## src/rtl/geo_dec_pkg.sv

```systemverilog
package geo_dec_pkg;
  localparam int SLOT_W = 5;
  localparam int ADDR_W = 32;
  localparam int AM_W   = 6;
  localparam int OFF_W  = ADDR_W - SLOT_W;
  localparam int ROM_N  = 4;
  localparam int ROM_AW = $clog2(ROM_N);

  // accepted codes 0x08..0x0B share the upper pattern 0010
  function automatic logic am_accepted(input logic [AM_W-1:0] am);
    return am[AM_W-1:2] == 4'b0010;
  endfunction
endpackage

```

## src/rtl/geo_slot_latch.sv

```systemverilog
module geo_slot_latch
  import geo_dec_pkg::*;
(
  input  logic              clk,
  input  logic              rst_n,
  input  logic [SLOT_W-1:0] pin_n,
  input  logic              jmp_en,
  input  logic [SLOT_W-1:0] jmp_slot,
  output logic [SLOT_W-1:0] slot,
  output logic              slot_ok
);
  logic              done_q, done_d;
  logic [SLOT_W-1:0] slot_q, slot_d;

  always_comb begin
    done_d = 1'b1;
    slot_d = slot_q;
    if (!done_q) slot_d = jmp_en ? jmp_slot : ~pin_n;
  end

  always_ff @(posedge clk or negedge rst_n) begin
    if (!rst_n) begin
      done_q <= 1'b0;
      slot_q <= '0;
    end else begin
      done_q <= done_d;
      slot_q <= slot_d;
    end
  end

  assign slot    = slot_q;
  assign slot_ok = done_q && (slot_q != '0);


  slot_hold_chk: assert property (@(posedge clk) disable iff (!rst_n)
    $past(done_q) |-> $stable(slot_q));
endmodule

```

## src/rtl/geo_addr_match.sv

```systemverilog
module geo_addr_match
  import geo_dec_pkg::*;
(
  input  logic              clk,
  input  logic              rst_n,
  input  logic [SLOT_W-1:0] slot,
  input  logic              slot_ok,
  input  logic              bus_valid,
  input  logic [ADDR_W-1:0] bus_addr,
  input  logic [AM_W-1:0]   bus_am,
  input  logic              bus_write,
  output logic              hit,
  output logic              sel_q,
  output logic              rom_q,
  output logic              lreg_q,
  output logic [ROM_AW-1:0] off_q
);
  logic [OFF_W-1:0] offs;
  logic             low_win;
  logic             rom_d, lreg_d;

  always_comb begin
    offs    = bus_addr[OFF_W-1:0];
    low_win = (offs[OFF_W-1:ROM_AW] == '0);
    hit     = bus_valid && slot_ok && am_accepted(bus_am) &&
              (bus_addr[ADDR_W-1:OFF_W] == slot);
    rom_d   = hit && low_win && !bus_write;
    lreg_d  = hit && !low_win;
  end

  always_ff @(posedge clk or negedge rst_n) begin
    if (!rst_n) begin
      sel_q  <= 1'b0;
      rom_q  <= 1'b0;
      lreg_q <= 1'b0;
      off_q  <= '0;
    end else begin
      sel_q  <= hit;
      rom_q  <= rom_d;
      lreg_q <= lreg_d;
      if (hit) off_q <= offs[ROM_AW-1:0];
    end
  end


  am_gate_chk: assert property (@(posedge clk) disable iff (!rst_n)
    sel_q |-> ($past(bus_am) >= 6'h08 && $past(bus_am) <= 6'h0B));

  strobe_excl_chk: assert property (@(posedge clk) disable iff (!rst_n)
    $onehot0({rom_q, lreg_q}) && ((rom_q || lreg_q) -> sel_q));
endmodule

```

## src/rtl/geo_cfg_rom.sv

```systemverilog
module geo_cfg_rom
  import geo_dec_pkg::*;
#(
  parameter logic [7:0] TYPE_CODE = 8'h01,
  parameter logic [7:0] USER_B1   = 8'h00,
  parameter logic [7:0] USER_B2   = 8'h00,
  parameter logic [7:0] USER_B3   = 8'h00
) (
  input  logic              rd_en,
  input  logic [ROM_AW-1:0] off,
  output logic [7:0]        data
);
  logic [ROM_N-1:0][7:0] bytes;

  assign bytes = {USER_B3, USER_B2, USER_B1, TYPE_CODE};

  always_comb begin
    data = '0;
    if (rd_en) data = bytes[off];
  end
endmodule

```

## src/rtl/geo_led_stretch.sv

```systemverilog
module geo_led_stretch #(
  parameter int HOLD_CYC = 25_000_000
) (
  input  logic clk,
  input  logic rst_n,
  input  logic trig,
  output logic led_on
);
  localparam int CW = $clog2(HOLD_CYC + 1);
  localparam logic [CW-1:0] RELOAD = CW'(HOLD_CYC);

  logic [CW-1:0] cnt_q, cnt_d;

  always_comb begin
    cnt_d = cnt_q;
    if (trig)               cnt_d = RELOAD;
    else if (cnt_q != '0)   cnt_d = cnt_q - 1'b1;
  end

  always_ff @(posedge clk or negedge rst_n) begin
    if (!rst_n) cnt_q <= '0;
    else        cnt_q <= cnt_d;
  end

  assign led_on = (cnt_q != '0);


  led_count_chk: assert property (@(posedge clk) disable iff (!rst_n)
    ($past(cnt_q) != '0 && !$past(trig)) |-> (cnt_q == $past(cnt_q) - 1'b1));
endmodule

```

## src/rtl/geo_slave_decode.sv

```systemverilog
module geo_slave_decode
  import geo_dec_pkg::*;
#(
  parameter logic [7:0] TYPE_CODE = 8'h01,
  parameter logic [7:0] USER_B1   = 8'h00,
  parameter logic [7:0] USER_B2   = 8'h00,
  parameter logic [7:0] USER_B3   = 8'h00,
  parameter int         CLK_HZ    = 250_000_000,
  parameter int         HOLD_MS   = 100
) (
  input  logic        clk,
  input  logic        rst_n,
  input  logic [4:0]  slot_pin_n,
  input  logic        slot_par_n,
  input  logic        jmp_en,
  input  logic [4:0]  jmp_slot,
  input  logic        bus_valid,
  input  logic [31:0] bus_addr,
  input  logic [5:0]  bus_am,
  input  logic        bus_write,
  output logic        sel,
  output logic        rom_vld,
  output logic [7:0]  rom_data,
  output logic        lreg_req,
  output logic        led_on
);
  localparam int HOLD_CYC = CLK_HZ / 1000 * HOLD_MS;

  logic              rst_m, rst_s;
  logic [SLOT_W-1:0] slot;
  logic              slot_ok, hit;
  logic [ROM_AW-1:0] off_q;
  logic              par_unused;

  assign par_unused = slot_par_n;

  always_ff @(posedge clk or negedge rst_n) begin
    if (!rst_n) begin
      rst_m <= 1'b0;
      rst_s <= 1'b0;
    end else begin
      rst_m <= 1'b1;
      rst_s <= rst_m;
    end
  end

  geo_slot_latch u_slot (
    .clk(clk), .rst_n(rst_s), .pin_n(slot_pin_n), .jmp_en(jmp_en),
    .jmp_slot(jmp_slot), .slot(slot), .slot_ok(slot_ok)
  );

  geo_addr_match u_match (
    .clk(clk), .rst_n(rst_s), .slot(slot), .slot_ok(slot_ok),
    .bus_valid(bus_valid), .bus_addr(bus_addr), .bus_am(bus_am),
    .bus_write(bus_write), .hit(hit), .sel_q(sel), .rom_q(rom_vld),
    .lreg_q(lreg_req), .off_q(off_q)
  );

  geo_cfg_rom #(
    .TYPE_CODE(TYPE_CODE), .USER_B1(USER_B1),
    .USER_B2(USER_B2), .USER_B3(USER_B3)
  ) u_rom (
    .rd_en(rom_vld), .off(off_q), .data(rom_data)
  );

  geo_led_stretch #(.HOLD_CYC(HOLD_CYC)) u_led (
    .clk(clk), .rst_n(rst_s), .trig(hit), .led_on(led_on)
  );


  sel_led_chk: assert property (@(posedge clk) disable iff (!rst_s)
    sel |-> led_on);

  sel_cause_chk: assert property (@(posedge clk) disable iff (!rst_s)
    sel |-> $past(bus_valid));
endmodule

```

## config.mk

```make
export PLATFORM = sky130hd
export DESIGN_NAME = geo_slave_decode
export DESIGN_NICKNAME = d
export VERILOG_FILES = /design/src/rtl/geo_dec_pkg.sv /design/src/rtl/geo_slot_latch.sv /design/src/rtl/geo_addr_match.sv /design/src/rtl/geo_cfg_rom.sv /design/src/rtl/geo_led_stretch.sv /design/src/rtl/geo_slave_decode.sv
export SDC_FILE = /design/constraint.sdc
export NUM_CORES = 1
export LEC_CHECK = 0
export BUFFER_PORTS_ARGS = -buffer_cell sky130_fd_sc_hd__buf_4
export CAP_MARGIN = 10
export CORE_UTILIZATION = 51
export CTS_BUF_LIST = sky130_fd_sc_hd__clkbuf_16
export DETAILED_ROUTE_END_ITERATION = 6
export GPL_TIMING_DRIVEN = 0
export MAX_ROUTING_LAYER = met4
export PLACE_DENSITY = 0.78
export SYNTH_ARGS = -nofsm -noshare
export SYNTH_HDL_FRONTEND = slang
export SYNTH_SLANG_ARGS = --single-unit
```

## constraint.sdc

```tcl
create_clock -name clk -period 2.3 [get_ports clk]
set_input_delay 0.115 -clock clk [delete_from_list [all_inputs] [get_ports clk]]
set_output_delay 0.115 -clock clk [all_outputs]
set_load 0.05 [all_outputs]
```

## Word level (Yosys, flattened, before mapping)

Cells that the tools add are included.

- Reduce and logical (&&, ||, !) cells: 13
- Magnitude comparators: 1
- $add $sub $neg: 1
- Eq/ne operators: 2
- Mux-type cells: 6
- Bitwise logic cells: 1

Operators by type and width:

| cell | count |
|---|---|
| $mux 25 | 2 |
| $logic_not 25->1 | 1 |
| $reduce_bool 25->1 | 1 |
| $sub 25x1->25 const B | 1 |
| $bmux 8 s2 | 1 |
| $mux 8 | 2 |
| $logic_and 1x1->1 | 7 |
| $eq 5x5->1 | 1 |
| $mux 5 | 1 |
| $not 5->5 | 1 |
| $reduce_bool 5->1 | 1 |
| $eq 4x2->1 const B | 1 |
| $lt 2x3->1 const B | 1 |
| $logic_not 1->1 | 2 |
| $reduce_bool 2->1 | 1 |

- Output and inout bits: 12
- Bits in registers: 38
- Bits of input ports: 54
- Logic and storage cells: 33

## Longest topological paths before layout

Gate-level depths: netlist of the first run.

- Depth after elaboration: 7
- Depth in mapped cells: 8
- Depth with buffers taken out: 8

## Cells and area by module

Synthesis of the first run repeated with hierarchy kept, for this count alone.

- Cells, all modules: 213
- Area total of the unflattened synthesis: 2223.4 um2

Modules (own cells, without submodules):

| module | area an instance (um2) | cells an instance | times used | seq. area each (um2) |
|---|---|---|---|---|
| geo_led_stretch | 1476.4 | 142 | 1 | 625.6 |
| geo_addr_match | 319.1 | 28 | 1 | 125.1 |
| geo_slot_latch | 305.3 | 31 | 1 | 150.1 |
| geo_cfg_rom | 68.8 | 9 | 1 | 0.0 |
| geo_slave_decode | 53.8 | 3 | 1 | 50.0 |

## Least setup slack after synthesis of the first run

OpenSTA, ideal clock, no wires.

- Kind: reg2reg
- Start point: register u_led.cnt_q[0]
- End point: register u_led.cnt_q[6]
- Setup time: 0.083 ns
- Arrival time: 2.128 ns
- Stages on the path, launching flop included: 9
- Path buffers: 0
- Clock period less this slack: 2.211 ns
- Setup slack: 0.089 ns
- Data required time: 2.217 ns
- Cell sequence: dfrtp_1 inv_1 ha_1 nor4b_1 nand3_2 and4b_1 inv_1 and4_1 o21ai_0

- Elaborated cells between the ends (all ways): 5
- Classes of those cells: add/sub: 1; mux: 2; reduce/logical: 2

RTL lines:

| item | line | source |
|---|---|---|
| start: declaration | geo_led_stretch.sv:12 | `logic [CW-1:0] cnt_q, cnt_d;` |
| start signal: assignment | geo_led_stretch.sv:22 | `else cnt_q <= cnt_d;` |
| $reduce_bool 25->1 | - |  |
| net led_on | geo_slave_decode.sv:25 | `output logic led_on` |
| $reduce_bool 2->1 (no line) | - |  |

The timed path passes the listed nets, and every way through them passes these cells. The select of a mux whose other input is x is not followed.
A chain may end at the register's enable or synchronous reset.

## Final worst setup path of the first run

- Start point: register u_slot.slot_q[4], in the netlist u_slot.slot[4]
- End point: register u_led.cnt_q[22]

- Cells in the longest elaborated chain, start to end: 6
- Elaborated cells between the ends (all ways): 8
- Classes of those cells: eq/ne: 1; mux: 1; reduce/logical: 6

RTL lines:

| item | line | source |
|---|---|---|
| start: declaration | geo_slot_latch.sv:13 | `logic [SLOT_W-1:0] slot_q, slot_d;` |
| start signal: assignment | geo_slot_latch.sv:27 | `slot_q <= slot_d;` |
| $reduce_bool 5->1 | geo_slot_latch.sv:32 | `assign slot_ok = done_q && (slot_q != '0);` |
| $logic_and 1x1->1 | geo_slot_latch.sv:32 |  |
| $logic_and 1x1->1 (2 in series) | geo_addr_match.sv:25 | `hit = bus_valid && slot_ok && am_accepted(bus_am) &&` |
| $logic_and 1x1->1 * | geo_addr_match.sv:25 |  |
| net hit | geo_slave_decode.sv:31 | `logic slot_ok, hit;` |
| $mux 25 or $reduce_bool 2->1 (tied branches) | - |  |

The timed path passes the listed nets; every way through them passes the cells marked *.

==> results of run 1 <==
-- cells by family after synthesis --
logic type                 count (synthesis)  synth area share
AOI/OAI and AO/OA                         36             0.120
xor gates and xnor gates                  11            0.0466
adders and majority gates                  2            0.0121
buffers and inverters                     17            0.0485
DFF                                       38             0.460
muxes                                      6            0.0321
other                                      2           0.00364
and+or+nand+nor                           98             0.277
-- sequential cells by signal, indices dropped and copies added (netlist names) --
register,cells
u_match.lreg_q,1
rst_s,1
u_slot.done_q,1
u_match.rom_q,1
u_match.sel_q,1
u_match.off_q,2
rst_m,1
u_slot.slot,5
u_led.cnt_q,25
-- placed cells by master (no fill, tap or decap), types with 2 or more instances in the layout --
cell type,count
buf_4,62
dfrtp_1,37
nand2_1,20
nor2_1,13
nor4_1,11
o21ai_0,11
or3_1,11
xor2_1,9
a21oi_1,9
conb_1,9
nor3_1,7
mux2_2,5
clkbuf_16,5
inv_1,4
nand4_1,4
nand3_1,4
and4_1,4
or4_1,4
o31ai_1,4
o211ai_1,3
nor4b_1,2
buf_6,2
nor3b_1,2
clkbuf_1,2
or3b_1,2
o21ai_4,2
nand2b_1,2
xnor2_1,2
ha_1,2
clkinv_2,2
dlygate4sd3_1,2
-- cells in the mapped netlist (3+ instances only) --
cell	n	area, um^2
nor2_1	14	52.6
nand2_1	20	75.1
nand3_1	4	20.0
a21oi_1	9	45.0
dfrtp_1	38	951
nand4_1	4	25.0
nor3_1	7	35.0
xor2_1	9	78.8
o211ai_1	3	22.5
or3_1	11	68.8
inv_1	4	15.0
o31ai_1	4	30.0
or4_1	5	37.5
mux2_2	5	56.3
o21ai_0	11	55.1
and4_1	4	35.0
buf_4	7	52.6
nor4_1	11	68.8
-- how the worst min path moves through the flow --
| stage | from | to | cells after the start |
|---|---|---|---|
| 5_1_grt | bus_addr[1] | u_match.off_q[1] | 3 |
| 3_5_place_dp | rst_n | rst_m | 1 |
| 2_1_floorplan | rst_n | rst_m | 0 |
| 4_1_cts | bus_addr[0] | u_match.off_q[0] | 3 |
| 3_3_place_gp | rst_n | rst_m | 1 |
| 6_report | bus_addr[0] | u_match.off_q[0] | 3 |
-- final cells by class --
cell class | count | share of cell area
Tap cell | 48 | 0.0215
Timing Repair Buffer | 57 | 0.155
Multi-Input combinational cell | 162 | 0.386
Sequential cell | 38 | 0.341
Buffer | 12 | 0.0313
Inverter | 5 | 0.00672
Clock buffer | 5 | 0.0448
Clock inverter | 3 | 0.0143
-- repair_timing --
item	4_1_cts	5_1_grt
pin swaps	0	2
buffers inserted	1	0
hold endpoints to repair	3	0
resized for setup	0	11
setup endpoints to repair	7	5
hold buffers	2	0
-- through the flow --
stage / util / worst slack [ns]
finish: 0.741 / 0.108
global route: 0.741 / 0.00784
CTS: 0.730 / 0.0568
detailed placement: 0.679 / 0.0192
global placement: 0.678 / 0.0784
floorplan: - / 0.0890
-- layer usage --
metal	wire, um	track usage
met5	0	-
met4	19	0.0652
met3	147	0.0434
met2	2280	0.397
met1	1980	0.292
-- power by group through the flow --
stage | Combinational [mW] | Sequential [mW] | Clock (mW)
finish | 0.348 | 0.889 | 0.765
global route | 0.393 | 0.909 | 0.807
CTS | 0.345 | 0.875 | 0.769
detailed placement | 0.338 | 0.884 | 0
global placement | 0.325 | 0.881 | 0
floorplan | 0.238 | 0.854 | 0
-- critical path, delay by kind of cell, from the launching register on --
| family | cells | cell delay (ns) |
|---|---|---|
| DFF | 1 | 0.39 |
| and+or+nand+nor | 4 | 1.39 |
| buffers and inverters | 1 | 0.35 |
==> impl_metrics.tcl, run 1 <==
set metrics [dict create \
    nFillCells 266 \
    relSlewSlack 0.479 \
    drt_iter0_drc 178 \
    ys_seq_area_frac 0.460 \
    cts_tree "done" \
    die_w_um 65.6 \
    synth.distinct_cells 46 \
    vias 1803 \
    hold_class "input pin to register" \
    grt_max_degree 37 \
    final-instance-count-excl-fill 330 \
    arrival_ns 2.41 \
    placed_cells 319 \
    swShare 0.274 \
    viasPerCell 5.46 \
    initial_core_util 0.548 \
    post-route-cell-area_mm2 0.00279 \
    multi_input_area_mm2 0.00108 \
    syn_area_mm2 0.00207 \
    route.detailed.drc 0 \
    critPathMaxFanout 9 \
    irDropWorstVdd_v 0.000368 \
    fin_crit_sh 0.953 \
    syn_avg_cell_area_um2 9.84 \
    clk_pin_slew_worst_paths_ns 0.06 \
    grt_pass1_vias 1756 \
    syn_to_final_growth_pct 35.3 \
    cts_max_level 2 \
    seqPwrFrac 0.444 \
    ff2ff_setup_slack_ns 0.11 \
    cts_buffers 5 \
    critical_path.startpoint "u_slot.slot[4]" \
    worst_slew_pin_slew_ns 0.782 \
    rows 22 \
    outcome "finished clean" \
    crit_path_end "u_led.cnt_q[22]" \
    hpwl_mm 3.26 \
    setup_viol 0 \
    ant_nets 0 \
    holdWs_ns 0.0288 \
    combPwrFrac 0.174 \
    rr_startpoint "u_slot.slot[4]" \
    cts_max_path_buffers 2 \
    cts_root_buf "clkbuf_16" \
    hold_viol 0 \
    synth_edf_count 0 \
    num_antenna_cells 0 \
    async_flop_share 1.00 \
    grt_setup_unrepaired "no" \
    wl_mm 4.43 \
    r2r_cells 5 \
    drive_gt1_frac 0.323 \
    clkPwrFrac 0.382 \
    powerDensity_mw_per_mm2 717 \
    p_switching_mw 0.548 \
    crit_required_ns 2.52 \
    endpoint_kind "register" \
    yosysWarnings 0 \
    fin_worst_skew_ns 0.00450 \
    gr-total-overflow 0 \
    gp_congestion 0.748 \
    maxSlewViolCount 0 \
    finalSetupTns_ns 0 \
    crit_chain "nor2b_1 -> nor4b_1 -> nand4_1 -> clkinv_1 -> or3b_1" \
    die_y_um 65.6 \
    antenna_found_initial 0 \
    dpl_cell_area_mm2 0.00256 \
    period_needed_ns 2.19 \
    r2r-end "u_led.cnt_q[22]" \
    ioPinCount 66 \
    clock.fmax_mhz 456 \
    startpoint_type "register" \
    grt_pass1_wl_mm 7.67 \
    coreArea_mm2 0.00377 \
    routedWlPerCell_um 13.4 \
    p_int_mw 1.45 \
    synth_cells 210 \
    synth_ff_type "dfrtp_1" \
    ys_ff_latch 38 \
    cp_slowest_cell "nor4b_1" \
    grt.total_usage 0.237 \
    cpPeakStageDelay_ns 0.59 \
    maxCapViolCount 0 \
    p_leak_nw 1.17 \
    clock_latency_ns 0.28 \
    dieArea_mm2 0.00431 \
    nNetsFinal 337 \
    path_class "register to register" \
    port_buffers 54 \
    drt-pass1-iter-count 4 \
    p_total_mw 2.00 \
    cts_sinks 38 \
    register_area_um2 952 \
]
Power figures use the tool's default switching activity.
==> inputs of run 2 (changes only) <==
==> constraint.sdc (replaced) <==
create_clock -name clk -period 2.3 [get_ports clk]
set_input_delay 0.345 -clock clk [delete_from_list [all_inputs] [get_ports clk]]
set_output_delay 0.345 -clock clk [all_outputs]
set_load 0.05 [all_outputs]
==> run 2 against run 1 <==
Compared with the run above: design area is 1.7% higher; die area is the same; flip-flop and latch count is the same; critical endpoint is now led_on; critical path type is now register to output pin; global-route usage rose by 0.23 points; via count up 1.8%; largest power group unchanged; maximum frequency decreased by 4.0%; combinational power increased by 3%; non-clock buffer count rose by 3.
==> impl_metrics.tcl, run 2 (synthesis gave the netlist of run 1 again) <==
set metrics [dict create \
    nNetsFinal 340 \
    dpl_cell_area_mm2 0.00256 \
    r2r-end "u_led.cnt_q[18]" \
    register_area_um2 952 \
    relSlewSlack 0.467 \
    vias 1835 \
    cts_sinks 38 \
    hold_start "bus_write" \
    multi_input_area_mm2 0.00110 \
    r2r_cells 7 \
    p_leak_nw 1.21 \
    period_needed_ns 2.28 \
    p_total_mw 2.02 \
    grt.total_usage 0.240 \
    final-instance-count-excl-fill 333 \
    hold_viol 0 \
    setup_ws_ns 0.0171 \
    grt_max_degree 37 \
    most-common-layout-cells "65 x buf_4, 37 x dfrtp_1, 20 x nand2_1" \
    initial_core_util 0.548 \
    hold_class "input pin to register" \
    ff2ff_setup_slack_ns 0.08 \
    antenna_found_initial 0 \
    powerDensity_mw_per_mm2 711 \
    largest_reg_flops 25 \
    whs_endpoint "u_match.rom_q" \
    cts_max_level 2 \
    startpoint_type "register" \
    final_common_cell "buf_4" \
    cts_max_path_buffers 2 \
    ioPinCount 66 \
    arrival_ns 1.94 \
    critical_path.startpoint "u_led.cnt_q[14]" \
    clock.fmax_mhz 438 \
    rows 22 \
    crit_chain "or4_4 -> buf_6 -> nor2_4 -> and4b_1 -> inv_2 -> buf_8" \
    dieArea_mm2 0.00431 \
    rr_startpoint "u_led.cnt_q[14]" \
    placed_cells 319 \
    outcome "finished clean" \
    endpoint_kind "output pin" \
    path_class "register to output pin" \
    min_path_cells 2 \
    die_y_um 65.6 \
    setup_viol 0 \
    finalSetupTns_ns 0 \
    grt_pass1_wl_mm 7.71 \
    gp_congestion 0.748 \
    fin_crit_sh 0.993 \
    viasPerCell 5.51 \
    grt_pass1_vias 1766 \
    die_w_um 65.6 \
    gr-total-overflow 0 \
    cpPeakStageDelay_ns 0.53 \
    syn_to_final_growth_pct 37.6 \
    cts_tree "done" \
    hpwl_mm 3.26 \
    route.detailed.drc 0 \
    maxSlewViolCount 0 \
    worst_slew_pin_slew_ns 0.799 \
    crit_required_ns 1.96 \
    critPathMaxFanout 6 \
    drt-pass1-iter-count 5 \
    post-route-cell-area_mm2 0.00284 \
    fin_worst_skew_ns 0.00491 \
    irDropWorstVdd_v 0.000370 \
    coreArea_mm2 0.00377 \
    routedWlPerCell_um 13.7 \
    clock_latency_ns 0.28 \
    cts_root_buf "clkbuf_16" \
    dp_slack_ns -0.0637 \
    nFillCells 262 \
    cp_slowest_cell "or4_4" \
    drt_iter0_drc 168 \
    top_register "u_led.cnt_q" \
    grt_setup_unrepaired "yes" \
    drive_gt1_frac 0.337 \
    cts_buffers 5 \
    maxCapViolCount 0 \
    port_buffers 54 \
    num_antenna_cells 0 \
    ant_nets 0 \
    clk_pin_slew_worst_paths_ns 0.06 \
    wl_mm 4.57 \
]
[run 2: cell types whose count changed in the layout (fill, tap and decap cells not counted), sizes merged]
| cell | delta |
|---|---|
| buf | +3 |
| clkbuf | +1 |
| dlygate4sd3 | -1 |
[run 2: worst max-delay path by stage]
stage | cells past startpoint | end
floorplan | 8 | u_led.cnt_q[6]
global placement | 5 | led_on
detailed placement | 7 | led_on
CTS | 6 | led_on
global route | 7 | led_on
finish | 6 | led_on
[run 2: repair_timing]
item                                    CTS  global route
setup buffers                             2             3
resized for setup                         4            13
endpoints found under the hold margin     2             0
endpoints found under the setup margin    7             6
cloned                                    0             0
pin swaps                                 0             2
hold buffers                              1             0
[run 2: area by class of cell]
class,instances,area share
multi-input cells,162,0.386
flip-flops and latches,38,0.335
repair buffers,60,0.162
clock buffers,5,0.0440
plain buffers,12,0.0317
well taps,48,0.0211
clock inverters,3,0.0141
inverters,5,0.00660
[run 2: power breakdown]
group	internal, mW	switching, mW	total, mW
Clock	0.507	0.258	0.765
Combinational	0.196	0.163	0.359
Sequential	0.755	0.142	0.897
Total	1.46	0.562	2.02
[run 2: worst max-delay path: cells and delay by family (launching register included)]
family,cells,cell delay [ns]
simple gates,3,0.91
buf+inv,3,0.37
flops,1,0.39
[run 2: per-stage QoR]
step                 util  hold WS [ns]
floorplan               -        0.0494
global placement    0.678         0.129
detailed placement  0.679         0.128
CTS                 0.734         0.219
global route        0.754         0.224
finish              0.754         0.221
[run 2: routing by layer]
| metal | wire length (um) | up-vias | global-route usage | share of wire |
|---|---|---|---|---|
| met5 | 0 | - | - | 0 |
| li1 | - | 904 | - | - |
| met3 | 170 | 7 | 0.0434 | 0.037 |
| met1 | 1970 | 872 | 0.293 | 0.43 |
| met2 | 2400 | 52 | 0.404 | 0.52 |
| met4 | 34 | 0 | 0.0625 | 0.0074 |
==> inputs of run 3 (changes only) <==
--- a/config.mk
+++ b/config.mk
@@ -7,6 +7,7 @@
 export LEC_CHECK = 0
 export BUFFER_PORTS_ARGS = -buffer_cell sky130_fd_sc_hd__buf_4
 export CAP_MARGIN = 10
+export CORE_MARGIN = 5
 export CORE_UTILIZATION = 51
 export CTS_BUF_LIST = sky130_fd_sc_hd__clkbuf_16
 export DETAILED_ROUTE_END_ITERATION = 6
==> run 3 against run 2 <==
Compared with the run above: utilization fell by 3.0 points; register-to-register slack lost 0.03 ns; largest cell class unchanged; global-route usage decreased by 4.3 points; clock-buffer cell count did not move; non-clock buffer count up 3; largest power group unchanged; sequential share of layout area fell by 0.39 points; critical path depth is the same; wire length grew 8.2%; highest routed layer unchanged; first-iteration DRC count is 68% lower; final cell count increased by 1.5%.
==> impl_metrics.tcl, run 3 (synthesis gave the netlist of run 1 again) <==
set metrics [dict create \
    outcome "finished clean" \
    clock_latency_ns 0.28 \
    wl_mm 4.95 \
    setup_viol 0 \
    cts_tree "done" \
    rr_startpoint "u_led.cnt_q[13]" \
    fin_worst_skew_ns 0.00459 \
    cts_max_level 2 \
    grt_pass1_vias 1813 \
    die_w_um 73.6 \
    grt_pass1_wl_mm 7.94 \
    vias 1861 \
    holdWs_ns 0.211 \
    hold_class "register to async pin" \
    grt_max_degree 15 \
    combPwrFrac 0.180 \
    finalSetupTns_ns 0 \
    port_buffers 54 \
    powerDensity_mw_per_mm2 710 \
    setup_ws_ns 0.0501 \
    cts_root_buf "clkbuf_16" \
    cts_sinks 38 \
    top_register "u_led.cnt_q" \
    cts_buffers 5 \
    num_antenna_cells 0 \
    initial_core_util 0.520 \
    viasPerCell 5.51 \
    maxCapViolCount 0 \
    ioPinCount 66 \
    grt.total_usage 0.196 \
    ant_nets 0 \
    path_class "register to output pin" \
    antenna_found_initial 0 \
    gr-total-overflow 0 \
    r2r_cells 7 \
    endpoint_kind "output pin" \
    p_leak_nw 1.21 \
    hold_viol 0 \
    hpwl_mm 3.71 \
    route.detailed.drc 0 \
    clock.fmax_mhz 444 \
    gp_congestion 0.786 \
    relSlewSlack 0.626 \
    dieArea_mm2 0.00542 \
    startpoint_type "register" \
    clk_pin_slew_worst_paths_ns 0.06 \
    dp_slack_ns -0.0324 \
    final_common_cell "buf_4" \
    most-common-layout-cells "66 x buf_4, 38 x dfrtp_1, 20 x nand2_1" \
    fin_crit_sh 0.978 \
    die_y_um 73.6 \
    crit_required_ns 1.96 \
    worst_slew_pin_slew_ns 0.561 \
    postLayoutCoreUtil 0.723 \
    arrival_ns 1.90 \
    maxSlewViolCount 0 \
    period_needed_ns 2.25 \
    rows 23 \
    ff2ff_setup_slack_ns 0.05 \
    grt_setup_unrepaired "yes" \
    p_switching_mw 0.576 \
    clkPwrFrac 0.382 \
    nFillCells 326 \
    p_int_mw 1.46 \
    irDropWorstVdd_v 0.000462 \
    routedWlPerCell_um 14.6 \
    drive_gt1_frac 0.344 \
    largest_reg_flops 25 \
    drt-pass1-iter-count 4 \
    syn_to_final_growth_pct 39.1 \
    nNetsFinal 343 \
    seqPwrFrac 0.438 \
    cts_max_path_buffers 2 \
    swShare 0.283 \
    drt_iter0_drc 53 \
    critPathMaxFanout 6 \
    coreArea_mm2 0.00397 \
    r2r-end "u_led.cnt_q[14]" \
]
-- run 3: cell type report --
class,count,area (um^2),area share
Sequential cell,38,951,0.331
Timing Repair Buffer,63,498,0.173
Clock inverter,3,40.0,0.0139
Tap cell,50,62.6,0.0218
Buffer,12,87.6,0.0305
Clock buffer,5,125,0.0436
Multi-Input combinational cell,162,1090,0.379
Inverter,5,18.8,0.00653
-- run 3: power by group through the flow --
stage	Clock (mW)	Sequential [mW]	Combinational (mW)
after CTS	0.786	0.875	0.358
after global routing	0.811	0.912	0.412
after detailed placement	0	0.884	0.353
final	0.778	0.892	0.368
after global placement	0	0.883	0.323
after floorplan	0	0.854	0.238
-- run 3: how the worst max path moves through the flow --
stage | startpoint | end | cells past startpoint
3_3_place_gp | u_led.cnt_q[0] | led_on | 7
2_1_floorplan | u_led.cnt_q[0] | u_led.cnt_q[6] | 8
6_report | u_led.cnt_q[13] | led_on | 6
4_1_cts | u_led.cnt_q[3] | led_on | 5
5_1_grt | u_led.cnt_q[13] | led_on | 6
3_5_place_dp | u_led.cnt_q[3] | led_on | 5
-- run 3: per-layer routing --
layer / part of all wire / GRT usage
met1: 0.40 / 0.218
met3: 0.076 / 0.0561
met2: 0.51 / 0.340
met4: 0.013 / 0.0604
met5: 0 / -
-- run 3: worst max-delay path, cell delays in order, from the launching register on --
cell     delay [ns]
dfrtp_1        0.40
or4_4          0.52
buf_6          0.15
nor2_4         0.11
and4b_1        0.23
inv_2          0.06
buf_8          0.15
-- run 3: what timing repair did --
item                                    4_1_cts  5_1_grt
endpoints found under the setup margin        1        6
gates resized for setup                       4       12
setup buffers                                 2        4
hold buffers                                  1        0
pin swaps                                     1        2
endpoints found under the hold margin         2        0
-- run 3: per-stage QoR --
stage / power [mW] / instances / cell area [um^2]
final: 2.04 / 338 / 2870
after global routing: 2.14 / 338 / 2870
after CTS: 2.02 / 334 / 2800
after detailed placement: 1.24 / 323 / 2590
after global placement: 1.21 / 321 / 2560
after floorplan: 1.09 / 217 / 2090
